**config.mk**
```make
export PLATFORM = sky130hd
export DESIGN_NAME = sched_walker
export DESIGN_NICKNAME = d
export VERILOG_FILES = /design/src/rtl/sw_pkg.sv /design/src/rtl/sw_budget.sv /design/src/rtl/sw_frame.sv /design/src/rtl/sw_fsm.sv /design/src/rtl/sched_walker.sv
export SDC_FILE = /design/constraint.sdc
export NUM_CORES = 1
export LEC_CHECK = 0
export ABC_AREA = 1
export BUFFER_PORTS_ARGS = -buffer_cell sky130_fd_sc_hd__buf_4
export CAP_MARGIN = 15
export CORE_MARGIN = 1
export CORE_UTILIZATION = 40
export CTS_CLUSTER_SIZE = 24
export DETAILED_ROUTE_END_ITERATION = 8
export SLEW_MARGIN = 20
export SYNTH_ARGS = -nofsm -noshare
export SYNTH_HDL_FRONTEND = slang
export SYNTH_SLANG_ARGS = --single-unit
```
**constraint.sdc**
```tcl
create_clock -name clk -period 3.8 [get_ports clk]
set_input_delay 0.57 -clock clk [delete_from_list [all_inputs] [get_ports clk]]
set_output_delay 0.57 -clock clk [all_outputs]
set_load 0.01 [all_outputs]
```
**src/rtl/sw_pkg.sv**
```systemverilog
package sw_pkg;
  typedef enum logic [3:0] {
    S_IDLE, S_ENTRY, S_CHECK, S_QH_H, S_QH_E, S_QH_DF,
    S_TD0, S_TD1, S_TD2, S_TD3, S_EXEC, S_TD_WB, S_POST, S_QH_WB, S_DONE
  } walk_st_e;

  localparam logic [1:0] RES_OK = 2'b00;

  // Decoded link word: pointer above bit 3, queue-head and terminate flags.
  typedef struct packed {
    logic [27:0] ptr;
    logic        qh;
    logic        term;
  } lnk_t;
endpackage

```
**src/rtl/sw_budget.sv**
```systemverilog
module sw_budget #(
  parameter int BUDGET = 100
) (
  input  logic clk,
  input  logic rst_n,
  input  logic load,
  input  logic dec,
  output logic last
);
  localparam int BUD_W = $clog2(BUDGET + 1);

  logic [BUD_W-1:0] cnt_q, cnt_n;

  always_comb begin
    cnt_n = cnt_q;
    if (load)     cnt_n = BUD_W'(BUDGET);
    else if (dec) cnt_n = cnt_q - 1'b1;
  end

  always_ff @(posedge clk or negedge rst_n) begin
    if (!rst_n)           cnt_q <= '0;
    else if (load || dec) cnt_q <= cnt_n;
  end

  assign last = (cnt_q == BUD_W'(1));


  budget_nonzero_chk: assert property (@(posedge clk) disable iff (!rst_n)
    dec |-> (cnt_q != '0));
endmodule

```
**src/rtl/sw_frame.sv**
```systemverilog
module sw_frame #(
  parameter int FRAME_W = 11,
  parameter int MASK_W  = 2
) (
  input  logic              clk,
  input  logic              rst_n,
  input  logic              frame_tick,
  input  logic              run,
  input  logic              fsm_idle,
  input  logic              end_pulse,
  input  logic [MASK_W-1:0] acc_mask,
  input  logic              acc_abort,
  output logic              start,
  output logic              frm_done,
  output logic [FRAME_W-1:0] frm_num,
  output logic [MASK_W-1:0] frm_mask,
  output logic              frm_abort,
  output logic              halted
);
  logic [FRAME_W-1:0] num_n;
  logic [MASK_W-1:0]  mask_n;
  logic               abort_n, halt_n, upd_en;

  assign start = frame_tick && run && fsm_idle;

  always_comb begin
    num_n   = frm_num;
    mask_n  = frm_mask;
    abort_n = frm_abort;
    halt_n  = halted;
    if (end_pulse) begin
      num_n   = frm_num + 1'b1;
      mask_n  = acc_mask;
      abort_n = acc_abort;
    end
    if (frame_tick && fsm_idle) halt_n = !run;
  end

  assign upd_en = end_pulse || (frame_tick && fsm_idle);

  always_ff @(posedge clk or negedge rst_n) begin
    if (!rst_n) begin
      frm_num   <= '0;
      frm_mask  <= '0;
      frm_abort <= 1'b0;
      halted    <= 1'b0;
      frm_done  <= 1'b0;
    end else begin
      frm_done <= end_pulse;
      if (upd_en) begin
        frm_num   <= num_n;
        frm_mask  <= mask_n;
        frm_abort <= abort_n;
        halted    <= halt_n;
      end
    end
  end


  frame_adv_chk: assert property (@(posedge clk) disable iff (!rst_n)
    frm_done |-> (frm_num == $past(frm_num) + 1'b1));
endmodule

```
**src/rtl/sw_fsm.sv**
```systemverilog
module sw_fsm
  import sw_pkg::*;
#(
  parameter int ADDR_W     = 32,
  parameter int LIST_IDX_W = 10,
  parameter int MASK_W     = 2
) (
  input  logic                         clk,
  input  logic                         rst_n,
  input  logic                         start,
  input  logic [ADDR_W-LIST_IDX_W-3:0] list_page,
  input  logic [LIST_IDX_W-1:0]        frame_idx,
  output logic                         mem_req,
  output logic                         mem_we,
  output logic [ADDR_W-1:0]            mem_addr,
  output logic [31:0]                  mem_wdata,
  input  logic                         mem_rdy,
  input  logic [31:0]                  mem_rdata,
  output logic                         td_req,
  output logic [31:0]                  td_ctrl,
  output logic [31:0]                  td_token,
  output logic [31:0]                  td_buf,
  input  logic                         td_ack,
  input  logic [31:0]                  td_ctrl_new,
  input  logic [1:0]                   td_res,
  input  logic [MASK_W-1:0]            td_mask,
  output logic                         bud_load,
  output logic                         bud_dec,
  input  logic                         bud_last,
  output logic                         idle,
  output logic                         end_pulse,
  output logic [MASK_W-1:0]            acc_mask,
  output logic                         acc_abort
);
  localparam int PW = ADDR_W - 4;

  walk_st_e           st_q, st_n;
  lnk_t               link_q, link_n, qh_h_q, qh_h_n, qh_e_q, qh_e_n;
  logic [PW-1:0]      qh_addr_q, qh_addr_n, td_addr_q, td_addr_n;
  logic [31:0]        td_link_q, td_link_n, ctrl_q, ctrl_n, tok_q, tok_n;
  logic [31:0]        buf_q, buf_n, newc_q, newc_n;
  logic [1:0]         res_q, res_n;
  logic               under_q, under_n, abort_q, abort_n;
  logic [MASK_W-1:0]  mask_q, mask_n;

  function automatic lnk_t mk_lnk(input logic [31:0] w);
    mk_lnk.ptr  = w[31:4];
    mk_lnk.qh   = w[1];
    mk_lnk.term = w[0];
  endfunction

  always_comb begin
    st_n = st_q;       link_n = link_q;   qh_h_n = qh_h_q;   qh_e_n = qh_e_q;
    qh_addr_n = qh_addr_q;  td_addr_n = td_addr_q;  td_link_n = td_link_q;
    ctrl_n = ctrl_q;   tok_n = tok_q;     buf_n = buf_q;     newc_n = newc_q;
    res_n = res_q;     under_n = under_q; abort_n = abort_q; mask_n = mask_q;
    bud_load = 1'b0;   bud_dec = 1'b0;
    mem_req = 1'b0;    mem_we = 1'b0;     mem_addr = '0;     mem_wdata = '0;
    td_req = 1'b0;
    case (st_q)
      S_IDLE: if (start) st_n = S_ENTRY;
      S_ENTRY: begin
        mem_req  = 1'b1;
        mem_addr = {list_page, frame_idx, 2'b00};
        if (mem_rdy) begin
          link_n   = mk_lnk(mem_rdata);
          bud_load = 1'b1;
          mask_n   = '0;
          abort_n  = 1'b0;
          st_n     = S_CHECK;
        end
      end
      S_CHECK: begin
        if (link_q.term) st_n = S_DONE;
        else begin
          bud_dec = 1'b1;
          if (bud_last) st_n = S_DONE;
          else if (link_q.qh) begin
            qh_addr_n = link_q.ptr;
            st_n      = S_QH_H;
          end else begin
            td_addr_n = link_q.ptr;
            under_n   = 1'b0;
            st_n      = S_TD0;
          end
        end
      end
      S_QH_H: begin
        mem_req = 1'b1; mem_addr = {qh_addr_q, 4'h0};
        if (mem_rdy) begin qh_h_n = mk_lnk(mem_rdata); st_n = S_QH_E; end
      end
      S_QH_E: begin
        mem_req = 1'b1; mem_addr = {qh_addr_q, 4'h4};
        if (mem_rdy) begin qh_e_n = mk_lnk(mem_rdata); st_n = S_QH_DF; end
      end
      S_QH_DF: begin
        if (qh_e_q.term) begin
          link_n = qh_h_q; st_n = S_CHECK;
        end else if (qh_e_q.qh) begin
          link_n = qh_e_q; st_n = S_CHECK;
        end else begin
          bud_dec = 1'b1;
          if (bud_last) st_n = S_DONE;
          else begin
            td_addr_n = qh_e_q.ptr;
            under_n   = 1'b1;
            st_n      = S_TD0;
          end
        end
      end
      S_TD0: begin
        mem_req = 1'b1; mem_addr = {td_addr_q, 4'h0};
        if (mem_rdy) begin td_link_n = mem_rdata; st_n = S_TD1; end
      end
      S_TD1: begin
        mem_req = 1'b1; mem_addr = {td_addr_q, 4'h4};
        if (mem_rdy) begin ctrl_n = mem_rdata; st_n = S_TD2; end
      end
      S_TD2: begin
        mem_req = 1'b1; mem_addr = {td_addr_q, 4'h8};
        if (mem_rdy) begin tok_n = mem_rdata; st_n = S_TD3; end
      end
      S_TD3: begin
        mem_req = 1'b1; mem_addr = {td_addr_q, 4'hC};
        if (mem_rdy) begin buf_n = mem_rdata; st_n = S_EXEC; end
      end
      S_EXEC: begin
        td_req = 1'b1;
        if (td_ack) begin
          newc_n = td_ctrl_new;
          res_n  = td_res;
          mask_n = mask_q | td_mask;
          st_n   = (td_ctrl_new != ctrl_q) ? S_TD_WB : S_POST;
        end
      end
      S_TD_WB: begin
        mem_req = 1'b1; mem_we = 1'b1;
        mem_addr = {td_addr_q, 4'h4}; mem_wdata = newc_q;
        if (mem_rdy) st_n = S_POST;
      end
      S_POST: begin
        if (res_q[1]) begin
          abort_n = 1'b1; st_n = S_DONE;
        end else if (under_q) begin
          if (res_q == RES_OK) begin
            qh_e_n = mk_lnk(td_link_q); st_n = S_QH_WB;
          end else begin
            link_n = qh_h_q; st_n = S_CHECK;
          end
        end else begin
          link_n = mk_lnk(td_link_q); st_n = S_CHECK;
        end
      end
      S_QH_WB: begin
        mem_req = 1'b1; mem_we = 1'b1;
        mem_addr = {qh_addr_q, 4'h4}; mem_wdata = td_link_q;
        if (mem_rdy) begin
          if (td_link_q[2]) st_n = S_QH_DF;
          else begin link_n = qh_h_q; st_n = S_CHECK; end
        end
      end
      S_DONE: st_n = S_IDLE;
      default: st_n = S_IDLE;
    endcase
  end

  always_ff @(posedge clk or negedge rst_n) begin
    if (!rst_n) begin
      st_q <= S_IDLE;   link_q <= '0;   qh_h_q <= '0;   qh_e_q <= '0;
      qh_addr_q <= '0;  td_addr_q <= '0; td_link_q <= '0;
      ctrl_q <= '0;     tok_q <= '0;    buf_q <= '0;    newc_q <= '0;
      res_q <= '0;      under_q <= 1'b0; abort_q <= 1'b0; mask_q <= '0;
    end else begin
      st_q <= st_n;     link_q <= link_n; qh_h_q <= qh_h_n; qh_e_q <= qh_e_n;
      qh_addr_q <= qh_addr_n; td_addr_q <= td_addr_n; td_link_q <= td_link_n;
      ctrl_q <= ctrl_n; tok_q <= tok_n; buf_q <= buf_n; newc_q <= newc_n;
      res_q <= res_n;   under_q <= under_n; abort_q <= abort_n; mask_q <= mask_n;
    end
  end

  assign td_ctrl   = ctrl_q;
  assign td_token  = tok_q;
  assign td_buf    = buf_q;
  assign idle      = (st_q == S_IDLE);
  assign end_pulse = (st_q == S_DONE);
  assign acc_mask  = mask_q;
  assign acc_abort = abort_q;


  mem_hold_chk: assert property (@(posedge clk) disable iff (!rst_n)
    (mem_req && !mem_rdy) |=> (mem_req && $stable(mem_addr) && $stable(mem_we)
                               && $stable(mem_wdata)));

  td_hold_chk: assert property (@(posedge clk) disable iff (!rst_n)
    (td_req && !td_ack) |=> (td_req && $stable(td_token) && $stable(td_ctrl)));

  abort_end_chk: assert property (@(posedge clk) disable iff (!rst_n)
    $rose(acc_abort) |-> end_pulse);

  word_align_chk: assert property (@(posedge clk) disable iff (!rst_n)
    mem_req |-> (mem_addr[1:0] == 2'b00));
endmodule

```
**src/rtl/sched_walker.sv**
```systemverilog
module sched_walker #(
  parameter int ADDR_W     = 32,
  parameter int LIST_IDX_W = 10,
  parameter int FRAME_W    = 11,
  parameter int MASK_W     = 2,
  parameter int BUDGET     = 100
) (
  input  logic                         clk,
  input  logic                         rst_n,
  input  logic                         frame_tick,
  input  logic                         run,
  input  logic [ADDR_W-LIST_IDX_W-3:0] list_page,
  output logic                         mem_req,
  output logic                         mem_we,
  output logic [ADDR_W-1:0]            mem_addr,
  output logic [31:0]                  mem_wdata,
  input  logic                         mem_rdy,
  input  logic [31:0]                  mem_rdata,
  output logic                         td_req,
  output logic [31:0]                  td_ctrl,
  output logic [31:0]                  td_token,
  output logic [31:0]                  td_buf,
  input  logic                         td_ack,
  input  logic [31:0]                  td_ctrl_new,
  input  logic [1:0]                   td_res,
  input  logic [MASK_W-1:0]            td_mask,
  output logic                         frm_done,
  output logic [FRAME_W-1:0]           frm_num,
  output logic [MASK_W-1:0]            frm_mask,
  output logic                         frm_abort,
  output logic                         frm_int,
  output logic                         halted
);
  logic              start, bud_load, bud_dec, bud_last, fsm_idle, end_pulse, acc_abort;
  logic [MASK_W-1:0] acc_mask;

  sw_frame #(.FRAME_W(FRAME_W), .MASK_W(MASK_W)) u_frame (
    .clk, .rst_n, .frame_tick, .run, .fsm_idle, .end_pulse, .acc_mask, .acc_abort,
    .start, .frm_done, .frm_num, .frm_mask, .frm_abort, .halted);

  sw_budget #(.BUDGET(BUDGET)) u_budget (
    .clk, .rst_n, .load(bud_load), .dec(bud_dec), .last(bud_last));

  sw_fsm #(.ADDR_W(ADDR_W), .LIST_IDX_W(LIST_IDX_W), .MASK_W(MASK_W)) u_fsm (
    .clk, .rst_n, .start, .list_page, .frame_idx(frm_num[LIST_IDX_W-1:0]),
    .mem_req, .mem_we, .mem_addr, .mem_wdata, .mem_rdy, .mem_rdata,
    .td_req, .td_ctrl, .td_token, .td_buf, .td_ack, .td_ctrl_new, .td_res, .td_mask,
    .bud_load, .bud_dec, .bud_last, .idle(fsm_idle), .end_pulse, .acc_mask, .acc_abort);

  assign frm_int = |frm_mask;


  halt_idle_chk: assert property (@(posedge clk) disable iff (!rst_n)
    (frame_tick && !run && fsm_idle) |=> (halted && !mem_req));
endmodule

```
==> results.cfg <==
[run_status]
status = finished clean

[sta]
rsz0062_at_grt = no
drv_slew = 0
relSlewSlack = 0.296
finClkSkew_ps = 16.9
worst_pin_slew_ps = 1060
fin_crit_sh = 0.904
fmax_ghz = 0.291
fin_crit_ps = 3440
whs_ps = 63.1
setup_viol = 0
hold_viol_final = 0
tns_ps = 0

[power_and_ir_drop]
ir_drop_mv = 0.458
swShare = 0.379
p_int_uw = 10000
p_sw_uw = 6140
seqPwrFrac = 0.394
p_comb_frac = 0.360
power_density_nw_per_um2 = 814
p_leak_uw = 0.00990
clkPwrFrac = 0.247

[clock_tree]
cts_tree = yes
insertion_delay_ps = 550
clkTransAtPathRegs_ps = 60
ctsHtreeMaxLevel = 2
cts-root-buf = clkbuf_16
clockBufferDepth = 3
post-cts-setup-buffer-count = 0
cts_buffers = 40
cts.sinks = 339

[floorplanning]
rows = 72
dieWidth_um = 202
die-area_um2 = 40800
core_area_um2 = 39000
dieHeight_um = 202
ios = 274
start_util = 0.410

[logic_synthesis]
synth-warning-count = 0
synth_top_area_cell = dfrtp_1
ys_ff_latch = 339
ys_top_cells_by_area = dfrtp_1, nand2_1, o21ai_0
synth_top_area_share = 0.531
synth_seq_area_share = 0.531
netlist_instances = 1945
synth_area_um2 = 16000
yosys.cell_types.count = 36
avgSynthCellArea_um2 = 8.22

[detailed_routing]
ant_nets = 0
routed_wl_um = 51000
drt_pass1_iterations = 5
drtIter0Drc = 1003
drcViolationCount = 0
vias = 14000
wl_per_cell_um = 18.7
vias_per_cell = 5.14

[final_layout]
final_common_cell = nand2_1
drive_above_1_share = 0.189
mostFrequentLayoutCells = nand2_1, dfrtp_1, o21ai_0, buf_4, inv_1
syn2layout_area_growth_pct = 24.3
fin_nets = 2271
final_cells = 2723

[worst_setup_path]
worst_setup_path_end_kind = output pin
worstPathRequired_ps = 3230
path_buf_inv = 2
cp_common_cell = nand2_1
crit_arrival_ps = 2870
start_kind = flop
crit_type = flop to output pin
path_max_fanout = 28
crit_family = simple AND/OR/NAND/NOR gates
reg2reg_slack_ps = 1010
cpPeakStageDelay_ps = 630
cp_cell_sequence = inv_1, nor2_2, nand2_1, nand2_1, o21ai_0, o211ai_1, buf_4
slowest_stage = nand2_1

[place]
hpwl_um = 36900
gp_congestion = 0.873
place_inst = 2650
io_buffers = 271

[global_route]
grt_pass1_wl_um = 79100
gr-total-overflow = 0
antenna_found_initial = 1
gr-usage-all-layers = 0.250
grt_start_max_net_pins = 99
first_global_vias = 13200

[min_path]
hold_class = primary input to asynchronous set/reset pin

[flow_run]
max_cap_viol_count = 0
cell type report:
class / instances / area, µm²
Antenna cell: 1 / 2.50
Fill cell: 3806 / 19100
Timing Repair Buffer: 296 / 2280
Tap cell: 518 / 648
Clock buffer: 65 / 1270
Multi-Input combinational cell: 1332 / 6460
Clock inverter: 7 / 110
Sequential cell: 339 / 8480
Inverter: 165 / 619
worst reg2reg max path, stage by stage, from the launching register on:
cell      delay (ps)
dfrtp_1          490
inv_1            110
nor2_2           230
nand2_2          340
nand2_1          210
o211ai_1         120
inv_2            260
nand3_2          390
inv_2            360
nand2_1           80
o211ai_1         100
flip-flops by register name, summed over array words and instances, names as in the netlist, 28 cells and up:
| register | count |
|---|---|
| u_fsm.link_q | 30 |
| u_fsm.newc_q | 32 |
| u_fsm.qh_addr_q | 28 |
| u_fsm.qh_e_q | 30 |
| u_fsm.qh_h_q | 30 |
| u_fsm.td_addr_q | 28 |
| u_fsm.td_buf | 32 |
| u_fsm.td_ctrl | 32 |
| u_fsm.td_link_q | 32 |
| u_fsm.td_token | 32 |
through the flow:
step | cell area, µm² | setup WS (ps) | utilization | power, µW
after floorplan | 16000 | 1640 | - | 9670
after global placement | 18500 | 920 | 0.474 | 12100
after detailed placement | 18500 | 776 | 0.474 | 12200
after CTS | 19900 | 172 | 0.509 | 16300
after global routing | 19900 | 136 | 0.509 | 17300
final | 19900 | 364 | 0.509 | 16200
logic make-up (layout without fill, tap and decap cells):
family,after synthesis,in the layout,share of synthesized area
buffers and inverters,275,533,0.0678
other,1,3,0.000235
muxes,23,23,0.0162
AOI/OAI and AO/OA,462,462,0.164
adders and majority gates,3,3,0.00235
xor gates and xnor gates,32,32,0.0175
DFF,339,339,0.531
and+or+nand+nor,810,810,0.201
power by group through the flow:
| stage | combinational, µW | sequential, µW | clock [µW] |
|---|---|---|---|
| after floorplan | 3380 | 6280 | 0 |
| after global placement | 5730 | 6350 | 0 |
| after detailed placement | 5840 | 6380 | 0 |
| after CTS | 5850 | 6350 | 4090 |
| after global routing | 6560 | 6560 | 4210 |
| final | 5820 | 6370 | 3990 |
path summary, 6_finish.rpt:
kind,cells after the start,endpoint,start
max,7,mem_addr[7],u_fsm.st_q[2]
min,1,u_fsm.td_ctrl[3],rst_n
max reg2reg,10,u_fsm.td_addr_q[25],u_fsm.st_q[2]
min reg2reg,1,u_frame.frm_num[10],u_frame.frm_num[10]
max in group asynchronous,2,u_fsm.link_q[19],rst_n
min in group clk,2,u_frame.halted,run
synthesized netlist by cell type:
cell type,count
nand3b_1,2
nand4_1,4
buf_1,2
a31oi_1,13
o21a_1,1
buf_4,4
xor2_1,8
buf_2,27
nor2_2,6
a32o_1,15
o21ai_1,18
nor2_1,65
ha_1,3
o2111ai_1,15
a21oi_2,1
and2_1,1
clkbuf_1,75
or2_2,1
dfrtp_1,339
a21oi_1,27
o21ai_0,303
conb_1,1
nand2_2,4
nand3_2,2
inv_1,150
o211ai_1,53
nand3_1,83
clkbuf_2,2
inv_2,15
o22ai_1,16
mux2_1,3
nor3_1,3
nand2_1,638
mux2_2,20
nor2_4,1
xnor2_1,24
routing by layer:
layer | part of all wire | track usage
met2 | 0.42 | 0.350
met5 | 0 | 0
met4 | 0.017 | 0.0625
met3 | 0.076 | 0.0574
met1 | 0.49 | 0.385
timing repair:
item,in CTS,in global routing
hold buffers,0,0
setup endpoints to repair,0,5
gates resized for setup,0,1
No activity file was read; power rests on OpenSTA's default activity.
